File: src/rtl/lpm_pkg.sv
package lpm_pkg;
    typedef enum logic [2:0] {
        M_RUN  = 3'd0,
        M_IDLE = 3'd1,
        M_PDWN = 3'd2,
        M_WAKE = 3'd3,
        M_RSTW = 3'd4
    } lpm_mode_e;

    typedef enum logic [1:0] {
        PS_DATA  = 2'd0,
        PS_ADDR  = 2'd1,
        PS_FLOAT = 2'd2
    } port_sel_e;
endpackage

File: src/rtl/lpm_wake_detect.sv
module lpm_wake_detect #(
    parameter int NIRQ = 2,
    localparam int SW = (NIRQ > 1) ? $clog2(NIRQ) : 1
) (
    input  logic [NIRQ-1:0] ext_irq_n,
    input  logic [NIRQ-1:0] irq_en,
    input  logic [NIRQ-1:0] irq_edge,
    input  logic [SW-1:0]   src_idx,
    output logic            idle_wake,
    output logic            pd_trig,
    output logic [SW-1:0]   pd_src,
    output logic            src_high
);
    logic [NIRQ-1:0] active;
    logic [NIRQ-1:0] lvl_hit;

    // any enabled low pin wakes idle; only level-typed ones wake power-down
    assign active    = irq_en & ~ext_irq_n;
    assign lvl_hit   = active & ~irq_edge;
    assign idle_wake = |active;
    assign pd_trig   = |lvl_hit;
    assign src_high  = ext_irq_n[src_idx];

    // lowest-numbered qualifying pin becomes the wake source
    always_comb begin
        pd_src = '0;
        for (int i = NIRQ - 1; i >= 0; i--) begin
            if (lvl_hit[i]) pd_src = SW'(i);
        end
    end
endmodule

File: src/rtl/lpm_fsm.sv
module lpm_fsm
    import lpm_pkg::*;
#(
    parameter int NIRQ    = 2,
    parameter int MC_CYC  = 12,
    parameter int OSC_MAX = 64,
    localparam int SW   = (NIRQ > 1) ? $clog2(NIRQ) : 1,
    localparam int WIN  = 2 * MC_CYC,
    localparam int CMAX = (WIN > OSC_MAX) ? WIN : OSC_MAX,
    localparam int CW   = $clog2(CMAX + 1)
) (
    input  logic          clk,
    input  logic          rst_n,
    input  logic          hw_rst,
    input  logic          req_idle,
    input  logic          req_pd,
    input  logic          osc_stable,
    input  logic          idle_wake,
    input  logic          pd_trig,
    input  logic [SW-1:0] pd_src,
    input  logic          src_high,
    output lpm_mode_e     mode,
    output logic [SW-1:0] src_idx,
    output logic          resume,
    output logic          sfr_rst
);
    typedef struct packed {
        lpm_mode_e     mode;
        logic [CW-1:0] cnt;
        logic [SW-1:0] src;
        logic          resume;
        logic          sfr_rst;
    } fsm_st_t;

    fsm_st_t st_d, st_q;

    always_comb begin
        st_d         = st_q;
        st_d.resume  = 1'b0;
        st_d.sfr_rst = 1'b0;
        unique case (st_q.mode)
            M_RUN: begin
                if (hw_rst) begin
                    st_d.sfr_rst = 1'b1;
                end else if (req_pd) begin
                    st_d.mode = M_PDWN;
                end else if (req_idle) begin
                    st_d.mode = M_IDLE;
                end
            end
            M_IDLE: begin
                if (hw_rst) begin
                    st_d.mode = M_RSTW;
                    st_d.cnt  = CW'(WIN - 1);
                end else if (idle_wake) begin
                    st_d.mode = M_RUN;
                end
            end
            M_PDWN: begin
                if (hw_rst) begin
                    st_d.mode    = M_RUN;
                    st_d.sfr_rst = 1'b1;
                end else if (pd_trig) begin
                    st_d.mode = M_WAKE;
                    st_d.cnt  = '0;
                    st_d.src  = pd_src;
                end
            end
            M_WAKE: begin
                if (hw_rst) begin
                    st_d.mode    = M_RUN;
                    st_d.sfr_rst = 1'b1;
                end else if (src_high) begin
                    if (osc_stable) begin
                        st_d.mode   = M_RUN;
                        st_d.resume = 1'b1;
                    end else begin
                        st_d.mode = M_PDWN;
                    end
                end else if (st_q.cnt == CW'(OSC_MAX - 1)) begin
                    st_d.mode = M_PDWN;
                end else begin
                    st_d.cnt = st_q.cnt + 1'b1;
                end
            end
            M_RSTW: begin
                if (st_q.cnt == '0) begin
                    st_d.mode    = M_RUN;
                    st_d.sfr_rst = 1'b1;
                end else begin
                    st_d.cnt = st_q.cnt - 1'b1;
                end
            end
            default: st_d.mode = M_RUN;
        endcase
    end

    always_ff @(posedge clk or negedge rst_n) begin
        if (!rst_n) begin
            st_q <= '{mode: M_RUN, cnt: '0, src: '0, resume: 1'b0, sfr_rst: 1'b0};
        end else begin
            st_q <= st_d;
        end
    end

    assign mode    = st_q.mode;
    assign src_idx = st_q.src;
    assign resume  = st_q.resume;
    assign sfr_rst = st_q.sfr_rst;
endmodule

File: src/rtl/lpm_pin_mux.sv
module lpm_pin_mux
    import lpm_pkg::*;
#(
    parameter int NPORT     = 4,
    parameter int BUS_PORT  = 0,
    parameter int ADDR_PORT = 2
) (
    input  lpm_mode_e          mode,
    input  logic               ext_pmem,
    output logic               osc_en,
    output logic               core_clk_en,
    output logic               ram_inhibit,
    output logic               pin_force,
    output logic               ale_lvl,
    output logic               psen_lvl,
    output logic [2*NPORT-1:0] port_sel
);
    logic running;
    logic low_pwr;
    logic deep;

    assign running     = (mode == M_RUN) || (mode == M_RSTW);
    assign deep        = (mode == M_PDWN) || (mode == M_WAKE);
    assign low_pwr     = deep || (mode == M_IDLE);
    assign osc_en      = (mode != M_PDWN);
    assign core_clk_en = running;
    assign ram_inhibit = (mode == M_RSTW);
    assign pin_force   = low_pwr;
    assign ale_lvl     = !deep;
    assign psen_lvl    = !deep;

    for (genvar p = 0; p < NPORT; p++) begin : g_port
        port_sel_e sel;
        if (p == BUS_PORT) begin : g_bus
            always_comb begin
                if (!ext_pmem)    sel = PS_DATA;
                else if (running) sel = PS_ADDR;
                else              sel = PS_FLOAT;
            end
        end else if (p == ADDR_PORT) begin : g_addr
            always_comb begin
                if (ext_pmem && !deep) sel = PS_ADDR;
                else                   sel = PS_DATA;
            end
        end else begin : g_plain
            assign sel = PS_DATA;
        end
        assign port_sel[2*p +: 2] = sel;
    end
endmodule

File: src/rtl/lpm_ctrl.sv
module lpm_ctrl
    import lpm_pkg::*;
#(
    parameter int NIRQ    = 2,
    parameter int NPORT   = 4,
    parameter int MC_CYC  = 12,
    parameter int OSC_MAX = 64,
    localparam int SW = (NIRQ > 1) ? $clog2(NIRQ) : 1
) (
    input  logic               clk,
    input  logic               rst_n,
    input  logic               hw_rst,
    input  logic               req_idle,
    input  logic               req_pd,
    input  logic [NIRQ-1:0]    ext_irq_n,
    input  logic [NIRQ-1:0]    irq_en,
    input  logic [NIRQ-1:0]    irq_edge,
    input  logic               osc_stable,
    input  logic               ext_pmem,
    output logic [2:0]         mode,
    output logic               osc_en,
    output logic               core_clk_en,
    output logic               sfr_rst,
    output logic               ram_inhibit,
    output logic               resume,
    output logic               pin_force,
    output logic               ale_lvl,
    output logic               psen_lvl,
    output logic [2*NPORT-1:0] port_sel
);
    lpm_mode_e     mode_e;
    logic          idle_wake;
    logic          pd_trig;
    logic          src_high;
    logic [SW-1:0] pd_src;
    logic [SW-1:0] src_idx;

    lpm_wake_detect #(.NIRQ(NIRQ)) u_wake (
        .ext_irq_n (ext_irq_n),
        .irq_en    (irq_en),
        .irq_edge  (irq_edge),
        .src_idx   (src_idx),
        .idle_wake (idle_wake),
        .pd_trig   (pd_trig),
        .pd_src    (pd_src),
        .src_high  (src_high)
    );

    lpm_fsm #(.NIRQ(NIRQ), .MC_CYC(MC_CYC), .OSC_MAX(OSC_MAX)) u_fsm (
        .clk        (clk),
        .rst_n      (rst_n),
        .hw_rst     (hw_rst),
        .req_idle   (req_idle),
        .req_pd     (req_pd),
        .osc_stable (osc_stable),
        .idle_wake  (idle_wake),
        .pd_trig    (pd_trig),
        .pd_src     (pd_src),
        .src_high   (src_high),
        .mode       (mode_e),
        .src_idx    (src_idx),
        .resume     (resume),
        .sfr_rst    (sfr_rst)
    );

    lpm_pin_mux #(.NPORT(NPORT)) u_pins (
        .mode        (mode_e),
        .ext_pmem    (ext_pmem),
        .osc_en      (osc_en),
        .core_clk_en (core_clk_en),
        .ram_inhibit (ram_inhibit),
        .pin_force   (pin_force),
        .ale_lvl     (ale_lvl),
        .psen_lvl    (psen_lvl),
        .port_sel    (port_sel)
    );

    assign mode = mode_e;
endmodule

File: config.mk
export PLATFORM = sky130hd
export DESIGN_NAME = lpm_ctrl
export DESIGN_NICKNAME = d
export VERILOG_FILES = /design/src/rtl/lpm_pkg.sv /design/src/rtl/lpm_wake_detect.sv /design/src/rtl/lpm_fsm.sv /design/src/rtl/lpm_pin_mux.sv /design/src/rtl/lpm_ctrl.sv
export SDC_FILE = /design/constraint.sdc
export NUM_CORES = 1
export LEC_CHECK = 0
export BUFFER_PORTS_ARGS = -buffer_cell sky130_fd_sc_hd__buf_2
export CAP_MARGIN = 5
export CELL_PAD_IN_SITES_DETAIL_PLACEMENT = 0
export CELL_PAD_IN_SITES_GLOBAL_PLACEMENT = 1
export CORE_MARGIN = 4
export CORE_UTILIZATION = 30
export CTS_CLUSTER_SIZE = 16
export DETAILED_ROUTE_END_ITERATION = 10
export PLACE_DENSITY_LB_ADDON = 0.1
export SYNTH_ARGS = -nofsm -noshare
export SYNTH_HDL_FRONTEND = slang
export SYNTH_SLANG_ARGS = --single-unit
File: constraint.sdc
create_clock -name clk -period 7.7 [get_ports clk]
set_input_delay 1.155 -clock clk [delete_from_list [all_inputs] [get_ports clk]]
set_output_delay 1.155 -clock clk [all_outputs]
set_load 0.02 [all_outputs]
## Yosys cells after proc, flatten, opt, wreduce, memory -nomap -nowiden

Cells that the tools add are included.

- Equality and inequality tests: 19
- Reduce and logical (&&, ||, !) cells: 14
- Add/subtract/negate cells: 2
- Multiplexer cells: 34
- Bitwise logic cells: 5
- Magnitude comparators: 1

Operators by type and width:

| cell | number |
|---|---|
| $mux 7 | 5 |
| $mux 3 | 10 |
| $pmux 7 s4 | 1 |
| $ne 2x2->1 const B | 8 |
| $pmux 3 s5 | 1 |
| $mux 1 | 11 |
| $mux 11 | 1 |
| $ne 3x3->1 const B | 3 |
| $mux 8 | 1 |
| $reduce_and 8->1 | 1 |
| $add 7x1->7 const B | 1 |
| $eq 7x6->1 const B | 1 |
| $logic_not 7->1 | 1 |
| $sub 7x1->7 const B | 1 |
| $eq 3x2->1 const B | 2 |
| $mux 2 | 3 |
| $reduce_and 6->1 | 1 |
| $and 2x2->2 | 2 |
| $ne 4x3->1 const B | 1 |
| $not 2->2 | 2 |
| $reduce_bool 4->1 | 1 |
| $reduce_or 2->1 | 2 |
| $eq 3x1->1 const B | 1 |
| $eq 3x3->1 const B | 1 |
| 11 further kinds | 13 |

- Register bits after elaboration: 13
- Output and inout bits: 19
- Input port bits: 13

## Longest topological paths before layout

Gate-level depths: netlist (run 1).

- Depth after elaboration: 8
- Depth in mapped cells: 9

## Hierarchy

Synthesis (run 1) repeated with hierarchy kept, for this count alone.

- Cell total of the unflattened synthesis: 140
- Area, all modules: 1256.2 um^2

Modules (own cells, without submodules):

| module | times used | sequential area each (um^2) | cells an instance | area each (um^2) |
|---|---|---|---|---|
| lpm_fsm | 1 | 325.3 | 118 | 1106.1 |
| lpm_pin_mux | 1 | 0.0 | 15 | 100.1 |
| lpm_wake_detect | 1 | 0.0 | 7 | 50.0 |

## Least setup slack after synthesis (run 1)

OpenSTA, ideal clock, no wires.

- Path kind: input-to-reg
- Start: input ext_irq_n[1]
- End: register u_fsm.st_q[3] (netlist bit)
- Data arrival time: 2662 ps
- Setup slack: 4910 ps
- Stages: 6
- Data required time: 7572 ps
- Setup time: 128 ps
- Path through: mux2_2 -> a211oi_1 -> a2111oi_1 -> or2_1 -> buf_2 -> mux2_1

- Word-level cells in the longest chain between the ends: 6
- Elaborated cells between the ends (all ways): 9
- Classes of those cells: eq/ne: 2; mux: 2; bitwise: 3; reduce/logical: 2

RTL lines:

| element | RTL line | source |
|---|---|---|
| start, declared | lpm_ctrl.sv:15 | `input logic [NIRQ-1:0] ext_irq_n,` |
| $not 2->2 | lpm_wake_detect.sv:18 | `assign active = irq_en & ~ext_irq_n;` |
| $and 2x2->2 | lpm_wake_detect.sv:18 |  |
| $and 2x2->2 | lpm_wake_detect.sv:19 | `assign lvl_hit = active & ~irq_edge;` |
| $reduce_or 2->1 | lpm_wake_detect.sv:21 | `assign pd_trig = \|lvl_hit;` |
| $ne 2x2->1 (no line) | n/a |  |
| $reduce_and 8->1 (no line) * | n/a |  |
| end signal, assigned | lpm_fsm.sv:100 | `st_q <= '{mode: M_RUN, cnt: '0, src: '0, resume: 1'b0, sfr_rst: 1'b0};` |
| end signal, assigned | lpm_fsm.sv:102 | `st_q <= st_d;` |
| end, declared | lpm_fsm.sv:35 | `fsm_st_t st_d, st_q;` |

Mark *: on every way between the ends. The rest lies on a longest branch, timed or not. The select of a mux whose other input is x is not followed.
A chain may end at the register's enable or synchronous reset.

## Final worst setup path (run 1)

- Start: register u_fsm.st_q, in the netlist u_fsm.mode[2]
- End: output ram_inhibit

- Word-level cells in the longest chain between the ends: 1

RTL lines:

| element | RTL line | source |
|---|---|---|
| $eq 3x3->1 | lpm_pin_mux.sv:27 | `assign ram_inhibit = (mode == M_RSTW);` |
| end, declared | lpm_ctrl.sv:24 | `output logic ram_inhibit,` |

No other way between the ends.

==> results by group, run 1 <==
Synth
  • Cell taking the most area after synthesis: dfrtp_1
  • Post-Syn Area: 0.001131 mm²
  • Synth top area cells: dfrtp_1, buf_4, o21ai_0
  • Yosys warns: 0
  • Yosys top cell area share: 0.2876
  • Fraction of registers with async set/reset: 1.000
  • #FFs+latches synth: 13
  • Register area share after synthesis: 0.2876
  • Post-synth cell types: 55
  • EDFF count, synth: 0
  • Syn avg cell area: 8.504 µm²
  • Ys flop type: dfrtp_1
  • Mapped Cells: 133

Worst setup path
  • Crit path DAT: approximately 1.8 ns
  • Crit end category: output pin
  • R2R Setup Slk: between 4 and 5 ns
  • Worst endpoint required time: approximately 6.6 ns
  • CP Class: reg2out
  • Worst setup path endpoint: ram_inhibit
  • R2R Path Start: u_fsm.mode[2]
  • CP startpoint: u_fsm.mode[2]
  • Worst reg2reg endpoint: u_fsm.st_q[7]
  • Crit Path Max Fanout: 15
  • Register-to-Register Path Depth: 8
  • CP startpoint kind: flip-flop

Final layout
  • Footprint of the multi-input gates: 681.9 µm²
  • Most frequent cells in the layout: buf_2, dfrtp_1, nor2_1
  • Most common cell after layout, fill and taps aside: buf_2
  • Diode count: 0
  • Layout Nets: ~170
  • Fillers: 405
  • Fraction of layout cells with a size suffix above 1: 0.2517
  • Layout Utilization: 0.3489
  • Sequential cell area: ~330 µm²
  • Synth-to-layout area growth: 12.94%

Placed design
  • Dpl ws: roughly 4.6 ns
  • DP HPWL: 2345 µm
  • Final RePlAce weighted congestion: 0.8373
  • IO Port Bufs: 26

Clock tree
  • Post-CTS resize count: 0
  • CTS Buf Count: 3
  • Post-CTS Hold Fix Bufs: 0
  • Worst-path clk slew: roughly 0.060 ns
  • Worst skew pair latency: between 0.2 and 0.25 ns
  • Bufs on Longest Clock Path: 2
  • CTS Sinks: 13
  • Post-CTS Setup Inserts: 0
  • Clk root buf: clkbuf_8
  • H-tree Lvls: 1
  • CTS tree: built

Pwr
  • PwrDens: roughly 380 mW/mm²
  • Leakage: 0.0005627 µW
  • Worst VDD drop: about 0.00011 V

Drt
  • Final wirelength: 2921 µm
  • DR iter-0 viols: 54
  • Top Layer Used: met4
  • Routed length on met3: between 150 and 200 µm
  • DR pass1 iterations: 4
  • ANT nets after route: 0
  • M1 WL: 1213 µm
  • Vias per cell: approximately 5.3
  • Wire per inst: about 15 µm
  • DR DRC count: 0
  • Met2 wire len: between 1500 and 2000 µm
  • Vias: around 1000

Global routing
  • Initial antenna violation count: 0
  • Global Route Usage Sum: 0.1252
  • Grt ovf: 0
  • Pin count of the biggest net entering global routing: 16
  • First-pass GRT wire length: just under 5000 µm
  • Number of global-route vias before repair: roughly 1100

STA
  • Relative slew slack: 0.3497
  • RSZ-0062 raised after global routing: no
  • Setup TNS: 0 ns
  • Final Slew Violations: 0
  • Final Critical Period: between 2 and 3 ns
  • Final setup violation count: 0
  • Worst clock skew: between 0.005 and 0.006 ns
  • Slack of the critical path: 4.774 ns
  • Worst-Margin Slew: between 0.9 and 1 ns
  • Max Fclk: about 0.34 GHz
  • Final worst-path cycle share: 0.3800
  • Final hold violations: 0

Floorplanning
  • Site row count: 22
  • Starting Density: 0.3090
  • IO Pins: 32
  • Die X: 69.40 µm
  • Chip Height: approximately 69 µm
  • DIE AREA: between 0.004 and 0.005 mm²
  • Core area: 0.003661 mm²

Flow run
  • Maxcap violations: 0

Status
  • Status: finished, final reports clean

Min path
  • Worst hold-check path type: reg2reg
## cells in the mapped netlist (2+ instances only)
cell type,count
mux2i_1,2
nand2_1,2
a211oi_1,4
xnor2_1,2
buf_2,3
nor3b_1,3
inv_1,8
ha_1,2
o31ai_1,5
dfrtp_1,13
mux2_1,3
and2_1,2
o21ai_1,3
a21oi_1,6
nor2_1,9
nor2b_1,2
o21ai_0,8
or3b_1,2
clkbuf_1,3
buf_4,9
nor3_1,5
a31oi_1,3
or4_1,2
## state kept, by name, indices dropped and copies added (netlist names)
signal	cells
u_fsm.src_idx	1
u_fsm.mode	3
u_fsm.resume	1
u_fsm.sfr_rst	1
u_fsm.st_q	7
## power by group
part / leakage, µW / switching, µW / internal, µW / total [µW]
Clock: 0.0000255 / 26.0 / 35.7 / 61.7
Sequential: 0.000162 / 51.3 / 94.0 / 145
Combinational: 0.000375 / 168 / 112 / 280
## kinds of logic (layout without fill, tap and decap cells)
logic type | after synthesis | after routing | share of synthesized area
adder cells (fa/ha/maj) | 2 | 2 | 0.02212
XOR/XNOR | 2 | 2 | 0.01549
buffers and inverters | 25 | 39 | 0.1228
multiplexers | 6 | 6 | 0.05752
AND/OR/NAND/NOR | 41 | 41 | 0.2279
other | 1 | 5 | 0.003315
AO/OA/AOI/OAI | 43 | 43 | 0.2633
flip-flops | 13 | 13 | 0.2876
## final cells by class
class	instances	share of cell area
Timing Repair Buffer	26	0.1019
Clock inverter	1	0.003918
Multi-Input combinational cell	99	0.5338
Inverter	9	0.02644
Tap cell	48	0.04701
Clock buffer	3	0.03232
Sequential cell	13	0.2547
## per-layer routing
metal,track usage,vias to the layer above
li1,-,520
met5,0,-
met2,0.2352,24
met3,0.02609,2
met1,0.1362,502
met4,0.04555,0
## worst max-delay path: stages, from the launching register on
cell     delay [ns]
dfrtp_1        0.59
or3b_1         0.55
inv_2          0.20
buf_2          0.19
## worst min-delay path by stage
| stage | from | endpoint | slack [ns] | cells after the start |
|---|---|---|---|---|
| 2_1_floorplan | u_fsm.st_q[9] | u_fsm.st_q[9] | 0.49 | 1 |
| 3_3_place_gp | u_fsm.src_idx | u_fsm.src_idx | 0.54 | 2 |
| 3_5_place_dp | u_fsm.src_idx | u_fsm.src_idx | 0.54 | 2 |
| 4_1_cts | u_fsm.src_idx | u_fsm.src_idx | 0.56 | 2 |
| 5_1_grt | u_fsm.src_idx | u_fsm.src_idx | 0.59 | 2 |
| 6_report | u_fsm.src_idx | u_fsm.src_idx | 0.55 | 2 |
## metrics by stage
stage / total power (µW) / cells / hold WS, ns / instance area (µm²)
detailed placement: 429.7 / 195 / 0.5420 / 1231
floorplan: 368.4 / 137 / 0.4907 / 1146
finish: 486.7 / 199 / 0.5502 / 1277
global placement: 429.1 / 195 / 0.5382 / 1231
global route: 531.4 / 199 / 0.5881 / 1277
CTS: 494.6 / 199 / 0.5568 / 1277
Power figures use the tool's default switching activity.
==> inputs of run 2 (changes only) <==
- clock period: 7.7 -> 2.52 ns (I/O delays scaled with it)
==> run 2 against run 1 <==
- count of clock-buffer cells in the layout increased by 1
- highest routed layer unchanged
- worst setup slack got worse by 4.6 ns
- utilization increased by 2.2 points
- via count increased by 5.9%
- power increased to 3.4 times the previous value
- cell area increased by 6.4%
- cell count increased by 5.5%
- sequential share of layout area decreased by 1.5 points
==> results by group, run 2 (same netlist as run 1, synthesis figures left out) <==
Status
  • Status: finished, final reports clean (unchanged)

Drt
  • Vias per cell: 5.286 (was 5.266)
  • DR iter-0 viols: 76 (was 54)
  • DR DRC count: 0 (unchanged)
  • DR pass1 iterations: 4 (unchanged)
  • Final wirelength: 3288 µm (was 2921 µm)
  • ANT nets after route: 0 (unchanged)
  • Vias: 1110 (was 1048)
  • Wire per inst: 15.66 µm (was 14.68 µm)

Floorplanning
  • Chip Height: 69.40 µm (unchanged)
  • Die X: 69.40 µm (unchanged)
  • DIE AREA: 0.004816 mm² (unchanged)
  • Starting Density: 0.3090 (unchanged)
  • IO Pins: 32 (unchanged)
  • Site row count: 22 (unchanged)
  • Core area: 0.003661 mm² (unchanged)

Pwr
  • Leakage: 0.0006127 µW (was 0.0005627 µW)
  • PwrDens: 1207 mW/mm² (was 381.0 mW/mm²)
  • Worst VDD drop: 0.0004409 V (was 0.0001073 V)

STA
  • Slack of the critical path: 0.1518 ns (was 4.774 ns)
  • Setup TNS: 0 ns (unchanged)
  • Worst clock skew: 0.006384 ns (was 0.005129 ns)
  • Final worst-path cycle share: 0.9398
  • Max Fclk: approximately 0.42 GHz
  • Hold WS: 0.01209 ns (was 0.5502 ns)
  • RSZ-0062 raised after global routing: no (unchanged)
  • Final Slew Violations: 0 (unchanged)
  • Final Critical Period: about 2.4 ns
  • Final setup violation count: 0 (unchanged)
  • Final hold violations: 0 (unchanged)

Clock tree
  • Post-CTS Hold Fix Bufs: 0 (unchanged)
  • H-tree Lvls: 1 (unchanged)
  • Clk root buf: clkbuf_8 (unchanged)
  • Bufs on Longest Clock Path: 2 (unchanged)
  • CTS Sinks: 13 (unchanged)
  • Worst skew pair latency: 0.24 ns (about the same)
  • Post-CTS Setup Inserts: 0 (unchanged)
  • CTS tree: built (unchanged)
  • Worst-path clk slew: 0.06 ns (about the same)
  • CTS Buf Count: 3 (unchanged)
  • Post-CTS resize count: 0 (unchanged)

Placed design
  • DP HPWL: 2549 µm (was 2345 µm)
  • IO Port Bufs: 26 (unchanged)
  • Placed Cells: 206 (was 195)
  • Dpl ws: 0.1772 ns (was 4.584 ns)
  • Final RePlAce weighted congestion: 0.7947 (was 0.8373)

Flow run
  • Maxcap violations: 0 (unchanged)

Worst setup path
  • Worst endpoint required time: 2.67 ns (was 6.55 ns)
  • Max stage delay on crit path: 0.57 ns (was 0.59 ns)
  • R2R Path Start: u_fsm.st_q[6] (was u_fsm.mode[2])
  • Crit Path Max Fanout: 7 (was 15)
  • Worst reg2reg endpoint: u_fsm.mode[1] (was u_fsm.st_q[7])
  • Crit end category: flip-flop (was output pin)
  • R2R Setup Slk: 0.15 ns (was 4.83 ns)
  • CP max stage cell: or4_4 (was dfrtp_1)
  • Register-to-Register Path Depth: 5 (was 8)
  • CP Class: reg2reg (was reg2out)
  • CP startpoint kind: flip-flop (unchanged)
  • Crit path DAT: 2.52 ns (was 1.77 ns)
  • Crit-path cells: or4_4, o41a_1, nor4_2, or3b_1, o21ai_1 (was or3b_1, inv_2, buf_2)

Final layout
  • Post-Layout Cell Count: 210 (was 199)
  • Fraction of layout cells with a size suffix above 1: 0.2963 (was 0.2517)
  • Synth-to-layout area growth: 20.13% (was 12.94%)
  • Layout Nets: 178 (was 167)
  • Max reg flops: 7 (unchanged)
  • Diode count: 0 (unchanged)
  • Most common cell after layout, fill and taps aside: buf_2 (unchanged)
  • Most frequent cells in the layout: buf_2, dfrtp_1, buf_4 (was buf_2, dfrtp_1, nor2_1)
  • Most flops, register: u_fsm.st_q (unchanged)

Min path
  • Worst hold-check path type: in2async (was reg2reg)

Global routing
  • Global Route Usage Sum: 0.1406 (was 0.1252)
  • Grt ovf: 0 (unchanged)
  • Number of global-route vias before repair: 1115 (was 1058)
  • First-pass GRT wire length: 5547 µm (was 4926 µm)
  • Pin count of the biggest net entering global routing: 15 (was 16)
  • Initial antenna violation count: 0 (unchanged)
[run 2: cell type report]
class | count | area, µm²
multi-input combinational | 99 | 681.9
sequential | 13 | 325.3
timing repair buffer | 37 | 212.7
inverter | 9 | 33.78
tap | 48 | 60.06
fill | 383 | 2302
clock buffer | 4 | 45.04
[run 2: worst max path at each step]
stage                             start       endpoint  slack [ns]
after floorplan           u_fsm.mode[1]  u_fsm.st_q[7]        0.09
after global placement    u_fsm.st_q[6]  u_fsm.mode[1]        0.10
after detailed placement  u_fsm.st_q[6]  u_fsm.st_q[4]        0.18
after CTS                 u_fsm.st_q[6]  u_fsm.mode[1]        0.14
after global routing      u_fsm.st_q[6]  u_fsm.mode[1]       0.006
final                     u_fsm.st_q[6]  u_fsm.mode[1]        0.15
[run 2: metal layers]
metal / up-vias / global-route usage / share of wire
met5: - / 0 / 0
met1: 531 / 0.1664 / 0.43
met4: 0 / 0.03254 / 0.0073
met3: 2 / 0.03478 / 0.056
met2: 33 / 0.2532 / 0.50
li1: 544 / - / -
[run 2: metrics by stage]
stage | total power [µW] | cell area (µm²) | util
global route | 1787 | 1359 | 0.3712
global placement | 1471 | 1314 | 0.3589
CTS | 1653 | 1359 | 0.3712
floorplan | 1126 | 1146 | -
finish | 1640 | 1359 | 0.3712
detailed placement | 1460 | 1314 | 0.3589
[run 2: worst max-delay path: cells and delay by family (launching register included)]
| family | cells | cell delay [ns] |
|---|---|---|
| compound gates | 2 | 0.56 |
| flops | 1 | 0.45 |
| simple gates | 3 | 1.25 |
[run 2: where the power goes]
| part | switching, µW | internal, µW |
|---|---|---|
| Sequential | 77.3 | 289 |
| Combinational | 653 | 437 |
| Clock | 72.2 | 111 |
